<file path="src/rtl/btn_cls_pkg.sv">
package btn_cls_pkg;

    typedef struct packed {
        logic quick;
        logic first;
        logic again;
    } hold_evt_t;

    localparam hold_evt_t NO_EVT = '{quick: 1'b0, first: 1'b0, again: 1'b0};

    function automatic int unsigned cnt_width(input int unsigned limit);
        return (limit < 2) ? 1 : $clog2(limit);
    endfunction

endpackage

</file>
<file path="src/rtl/btn_sync.sv">
module btn_sync #(
    parameter bit SYNC_EN = 1'b1
) (
    input  logic clk,
    input  logic rst,
    input  logic raw_n,
    output logic pressed
);
    generate
        if (SYNC_EN) begin : g_two_flop
            logic s1_n, s2_n;
            always_ff @(posedge clk) begin
                if (rst) begin
                    s1_n <= 1'b1;
                    s2_n <= 1'b1;
                end else begin
                    s1_n <= raw_n;
                    s2_n <= s1_n;
                end
            end
            assign pressed = ~s2_n;
        end else begin : g_direct
            assign pressed = ~raw_n;
        end
    endgenerate
endmodule

</file>
<file path="src/rtl/hold_timer.sv">
module hold_timer
    import btn_cls_pkg::*;
#(
    parameter int unsigned TICKS_PER_SEC = 50_000_000
) (
    input  logic      clk,
    input  logic      rst,
    input  logic      pressed,
    output hold_evt_t evt
);
    localparam int unsigned CW = cnt_width(TICKS_PER_SEC);
    localparam logic [CW-1:0] LAST = CW'(TICKS_PER_SEC - 1);

    logic [CW-1:0] tick_cnt;
    logic          long_seen;
    logic          was_pressed;

    always_ff @(posedge clk) begin
        if (rst) begin
            tick_cnt    <= '0;
            long_seen   <= 1'b0;
            was_pressed <= 1'b0;
            evt         <= NO_EVT;
        end else begin
            was_pressed <= pressed;
            evt         <= NO_EVT;
            if (pressed) begin
                if (tick_cnt == LAST) begin
                    tick_cnt  <= '0;
                    long_seen <= 1'b1;
                    if (long_seen) evt.again <= 1'b1;
                    else           evt.first <= 1'b1;
                end else begin
                    tick_cnt <= tick_cnt + 1'b1;
                end
            end else begin
                tick_cnt  <= '0;
                long_seen <= 1'b0;
                if (was_pressed && !long_seen) evt.quick <= 1'b1;
            end
        end
    end
endmodule

</file>
<file path="src/rtl/press_edge.sv">
module press_edge (
    input  logic clk,
    input  logic rst,
    input  logic pressed,
    output logic pulse
);
    logic prev;

    always_ff @(posedge clk) begin
        if (rst) begin
            prev  <= 1'b0;
            pulse <= 1'b0;
        end else begin
            prev  <= pressed;
            pulse <= pressed & ~prev;
        end
    end
endmodule

</file>
<file path="src/rtl/btn_press_classifier.sv">
module btn_press_classifier
    import btn_cls_pkg::*;
#(
    parameter int unsigned TICKS_PER_SEC = 50_000_000,
    parameter bit          SYNC_EN       = 1'b1
) (
    input  logic clk,
    input  logic rst,
    input  logic clk_ok,
    input  logic hold_btn_n,
    input  logic tap_btn_n,
    output logic short_evt,
    output logic long_evt,
    output logic repeat_evt,
    output logic tap_evt
);
    logic      rst_any;
    logic      hold_pressed, tap_pressed;
    hold_evt_t hold_evt;

    assign rst_any = rst | ~clk_ok;

    btn_sync #(.SYNC_EN(SYNC_EN)) u_sync_hold (
        .clk(clk), .rst(rst_any), .raw_n(hold_btn_n), .pressed(hold_pressed)
    );

    btn_sync #(.SYNC_EN(SYNC_EN)) u_sync_tap (
        .clk(clk), .rst(rst_any), .raw_n(tap_btn_n), .pressed(tap_pressed)
    );

    hold_timer #(.TICKS_PER_SEC(TICKS_PER_SEC)) u_timer (
        .clk(clk), .rst(rst_any), .pressed(hold_pressed), .evt(hold_evt)
    );

    press_edge u_tap (
        .clk(clk), .rst(rst_any), .pressed(tap_pressed), .pulse(tap_evt)
    );

    assign short_evt  = hold_evt.quick;
    assign long_evt   = hold_evt.first;
    assign repeat_evt = hold_evt.again;
endmodule

</file>
<file path="config.mk">
export PLATFORM = sky130hd
export DESIGN_NAME = btn_press_classifier
export DESIGN_NICKNAME = d
export VERILOG_FILES = /design/src/rtl/btn_cls_pkg.sv /design/src/rtl/btn_sync.sv /design/src/rtl/hold_timer.sv /design/src/rtl/press_edge.sv /design/src/rtl/btn_press_classifier.sv
export SDC_FILE = /design/constraint.sdc
export NUM_CORES = 1
export LEC_CHECK = 0
export BUFFER_PORTS_ARGS = -buffer_cell sky130_fd_sc_hd__buf_2
export CAP_MARGIN = 20
export CORE_ASPECT_RATIO = 0.7
export CORE_MARGIN = 2
export CORE_UTILIZATION = 40
export CTS_CLUSTER_SIZE = 8
export DETAILED_ROUTE_END_ITERATION = 16
export PLACE_DENSITY = 0.63
export SETUP_SLACK_MARGIN = 0.2
export SLEW_MARGIN = 20
export SYNTH_ARGS = -nofsm -noshare
export SYNTH_HDL_FRONTEND = slang
export SYNTH_SLANG_ARGS = --single-unit
</file>
<file path="constraint.sdc">
create_clock -name clk -period 2.9 [get_ports clk]
set_input_delay 0.29 -clock clk [delete_from_list [all_inputs] [get_ports clk]]
set_output_delay 0.29 -clock clk [all_outputs]
set_load 0.02 [all_outputs]
</file>
==> impl_results.md <==
- DRT antenna net count: 0
- Met2 Resource Use GR: 19.76%
- PwrDens: approximately 560 nW/um^2
- Final period util: 77.39%
- Worst Hold Class: in2reg
- Die Y: 57.54 microns
- Synthesized cell area: 1638 sq um
- Crit. End Element: flip-flop
- Synthesized netlist net count: 178
- Pleak: 0.5372 nW
- Drt wl/cell: 13.60 microns
- Initial core utilization: a little over two fifths
- Area Overhead vs Synth: 12.61%
- Crit start category: flip-flop
- Highest clock rate: 445.6 MHz
- Mapped Cells: 172
- Critical Path Max Stage Delay: between 0.6 and 0.7 ns
- Setup TNS: 0 ns
- Ys async rst share: 0%
- RSZ-0062 raised after global routing: no
- TritonCTS clock tree: done
- Final max-slew violation count: 0
- Boundary Pins: 9
- Worst hold slack: 0.1810 ns
- CTS clk-pin slew, worst paths: roughly 0.07 ns
- Post-DR vias/cell: 5.178
- Final nets: 189
- Placer congestion estimate: 0.8998
- Starting DRC count in detailed routing: 122
- # setup viols final: 0
- CORE AREA: 3923 sq um
- HPWL after DPL: 2433 microns
- DRC violations left: 0
- Total global routing overflow: 0
- Max Cap Violations: 0
- Worst-skew pair later-pin latency: between 0.2 and 0.3 ns
- Cts repair resizes: 0
- Largest net degree at the start of global routing: 14
- Slowest stage cell, crit path: or4_1
- Worst-margin pin slew: approximately 0.46 ns
- GR Util All Layers: 15.19%
- Reg2reg setup slack: 0.66 ns
- Final Hold Fails: 0
- Mean Syn Cell Area: 9.522 sq um
- Vias in the first global route: roughly 1200
- Clk_skew: approximately 0.0031 ns
- Final Critical Period: 2.244 ns
- Worst path bufs/invs: 0
- #FFs+latches synth: 37
- Critical Path, Cell by Cell: ha_1 -> nand3_1 -> or4_1 -> or4_4 -> a21oi_2
- Chip width: between 80 and 90 microns
- Initial antenna violation count: 0
- Cts bufs inserted: 5
- Worst EP required: 3.12 ns
- Status: completed
- Met3 GRT Util: under 10%
- Postcts setup bufs: 0
- Met1 usage: 23.69%
- DR vias: 1222
- DRT Pass-1 Iters: 4
- CTS Sinks: 37
- Clk buf depth: 2
- EDFF count, synth: 0
- Relative slew slack: 68.76%
- H-tree depth: 2
- Root Driver: clkbuf_8
- Cts hold-fix bufs: 0
- Layout cells sized above 1: 22.83%
- # rows: 19
- First-pass GRT wire length: 5382 microns
- Synth cell types: 33
- Syn. warnings: 0
- I/O Buffers: 8
- Number of diodes: 0
- DIE AREA: 4630 sq um
- GR peak layer: met1
- Maximum vdd ir drop: 271.4 uV
- Critical path type: reg2reg
- Crit Path Max Fanout: 8
- CP delay by family, top: simple AND/OR/NAND/NOR gates
- Arrival @ worst endpoint: 2.46 ns
- Seq/Total Area, Yosys: 45.23%
- Drt total wl: 3209 microns
- Most used DFF post-synth: dfxtp_1
-- placed cells by master, fill, tap and decap left out, types with 3 or more instances in the layout --
cell type	netlist	layout
a21oi_1	5	5
a21oi_2	5	5
and4_1	3	3
buf_2	2	8
clkbuf_8	0	5
dfxtp_1	37	37
inv_1	4	4
nand2_1	8	8
nand2b_1	5	5
nand3_1	10	10
nand4_1	7	7
nor2_1	6	6
nor2_2	15	15
nor3_1	6	6
nor4_1	3	3
o21ai_0	8	8
or3_1	9	9
or4_1	4	4
xnor2_1	11	11
xor2_1	3	3
-- through the flow --
step | area (sq um) | std cells | setup WS [ns] | power [mW] | util (%)
5_1_grt | 1844 | 236 | 0.5450 | 1.062 | 47.02
4_1_cts | 1844 | 236 | 0.6692 | 1.040 | 47.02
3_3_place_gp | 1710 | 228 | 0.7868 | 0.5300 | 43.60
6_report | 1844 | 236 | 0.6558 | 1.035 | 47.02
3_5_place_dp | 1710 | 228 | 0.7006 | 0.5304 | 43.60
2_1_floorplan | 1638 | 172 | 0.8740 | 0.5267 | -
-- cell usage after synthesis (all sizes together), types with 2 or more instances --
cell type	instances	share of area [%]
nand3	10	3.1
nor3	6	1.8
o21ai	9	3.4
nand2b	5	1.9
xor2	3	1.6
xnor2	11	5.9
and4	3	1.6
dfxtp	37	45
nor2	21	7.1
or4	6	3.2
nand4	8	4.0
nor4b	2	1.1
or4b	2	1.2
nor4	3	1.1
inv	4	0.92
and3	2	0.76
buf	5	2.7
nand2	8	1.8
a21oi	10	4.2
o31ai	2	0.92
or3	9	3.4
-- final cells by class --
cell class,instances,area (sq um)
flip-flops and latches,37,740.7
clock inverters,3,65.06
inverters,4,15.01
multi-input cells,125,834.6
well taps,52,65.06
fillers,386,2078
clock buffers,5,68.82
repair buffers,10,55.05
-- worst paths after layout --
kind / startpoint / to / depth (start not counted)
setup / recovery: u_timer.tick_cnt[0] / u_timer.tick_cnt[24] / 5
hold / removal: hold_btn_n / u_sync_hold.g_two_flop.s1_n / 2
setup reg to reg: u_timer.tick_cnt[0] / u_timer.tick_cnt[24] / 5
hold reg to reg: u_tap.prev / u_tap.pulse / 1
-- metal layers --
layer | wire length, microns | vias to the layer above
met3 | 108 | 5
met2 | 1278 | 19
li1 | - | 638
met1 | 1800 | 560
met4 | 22 | 0
met5 | 0 | -
-- kinds of logic (layout without fill, tap and decap cells) --
kind of cell	after synthesis	count (layout)	share of synthesized area [%]
simple gates	88	88	33.69
xor+xnor	14	14	7.487
flops	37	37	45.23
fa+ha+maj	1	1	0.7638
buf+inv	10	22	3.819
compound gates	22	22	9.014
-- state kept, by name (all words and copies together), names as in the netlist --
signal,count
u_sync_tap.g_two_flop.s2_n,1
u_timer.was_pressed,1
u_timer.tick_cnt,26
u_timer.evt,3
u_sync_tap.g_two_flop.s1_n,1
u_sync_hold.g_two_flop.s1_n,1
u_sync_hold.g_two_flop.s2_n,1
u_tap.prev,1
u_timer.long_seen,1
u_tap.pulse,1
-- worst reg2reg max path: stages (launching register included) --
cell	delay [ns]
dfxtp_1	0.39
ha_1	0.28
nand3_1	0.20
or4_1	0.64
or4_4	0.53
a21oi_2	0.15
-- power breakdown --
group,switching [mW],internal (mW)
registers,0.000638,0.510
clock network,0.175,0.341
logic,0.00427,0.00414
total,0.180,0.855
Note: power is estimated with default switching activity, not from simulation.
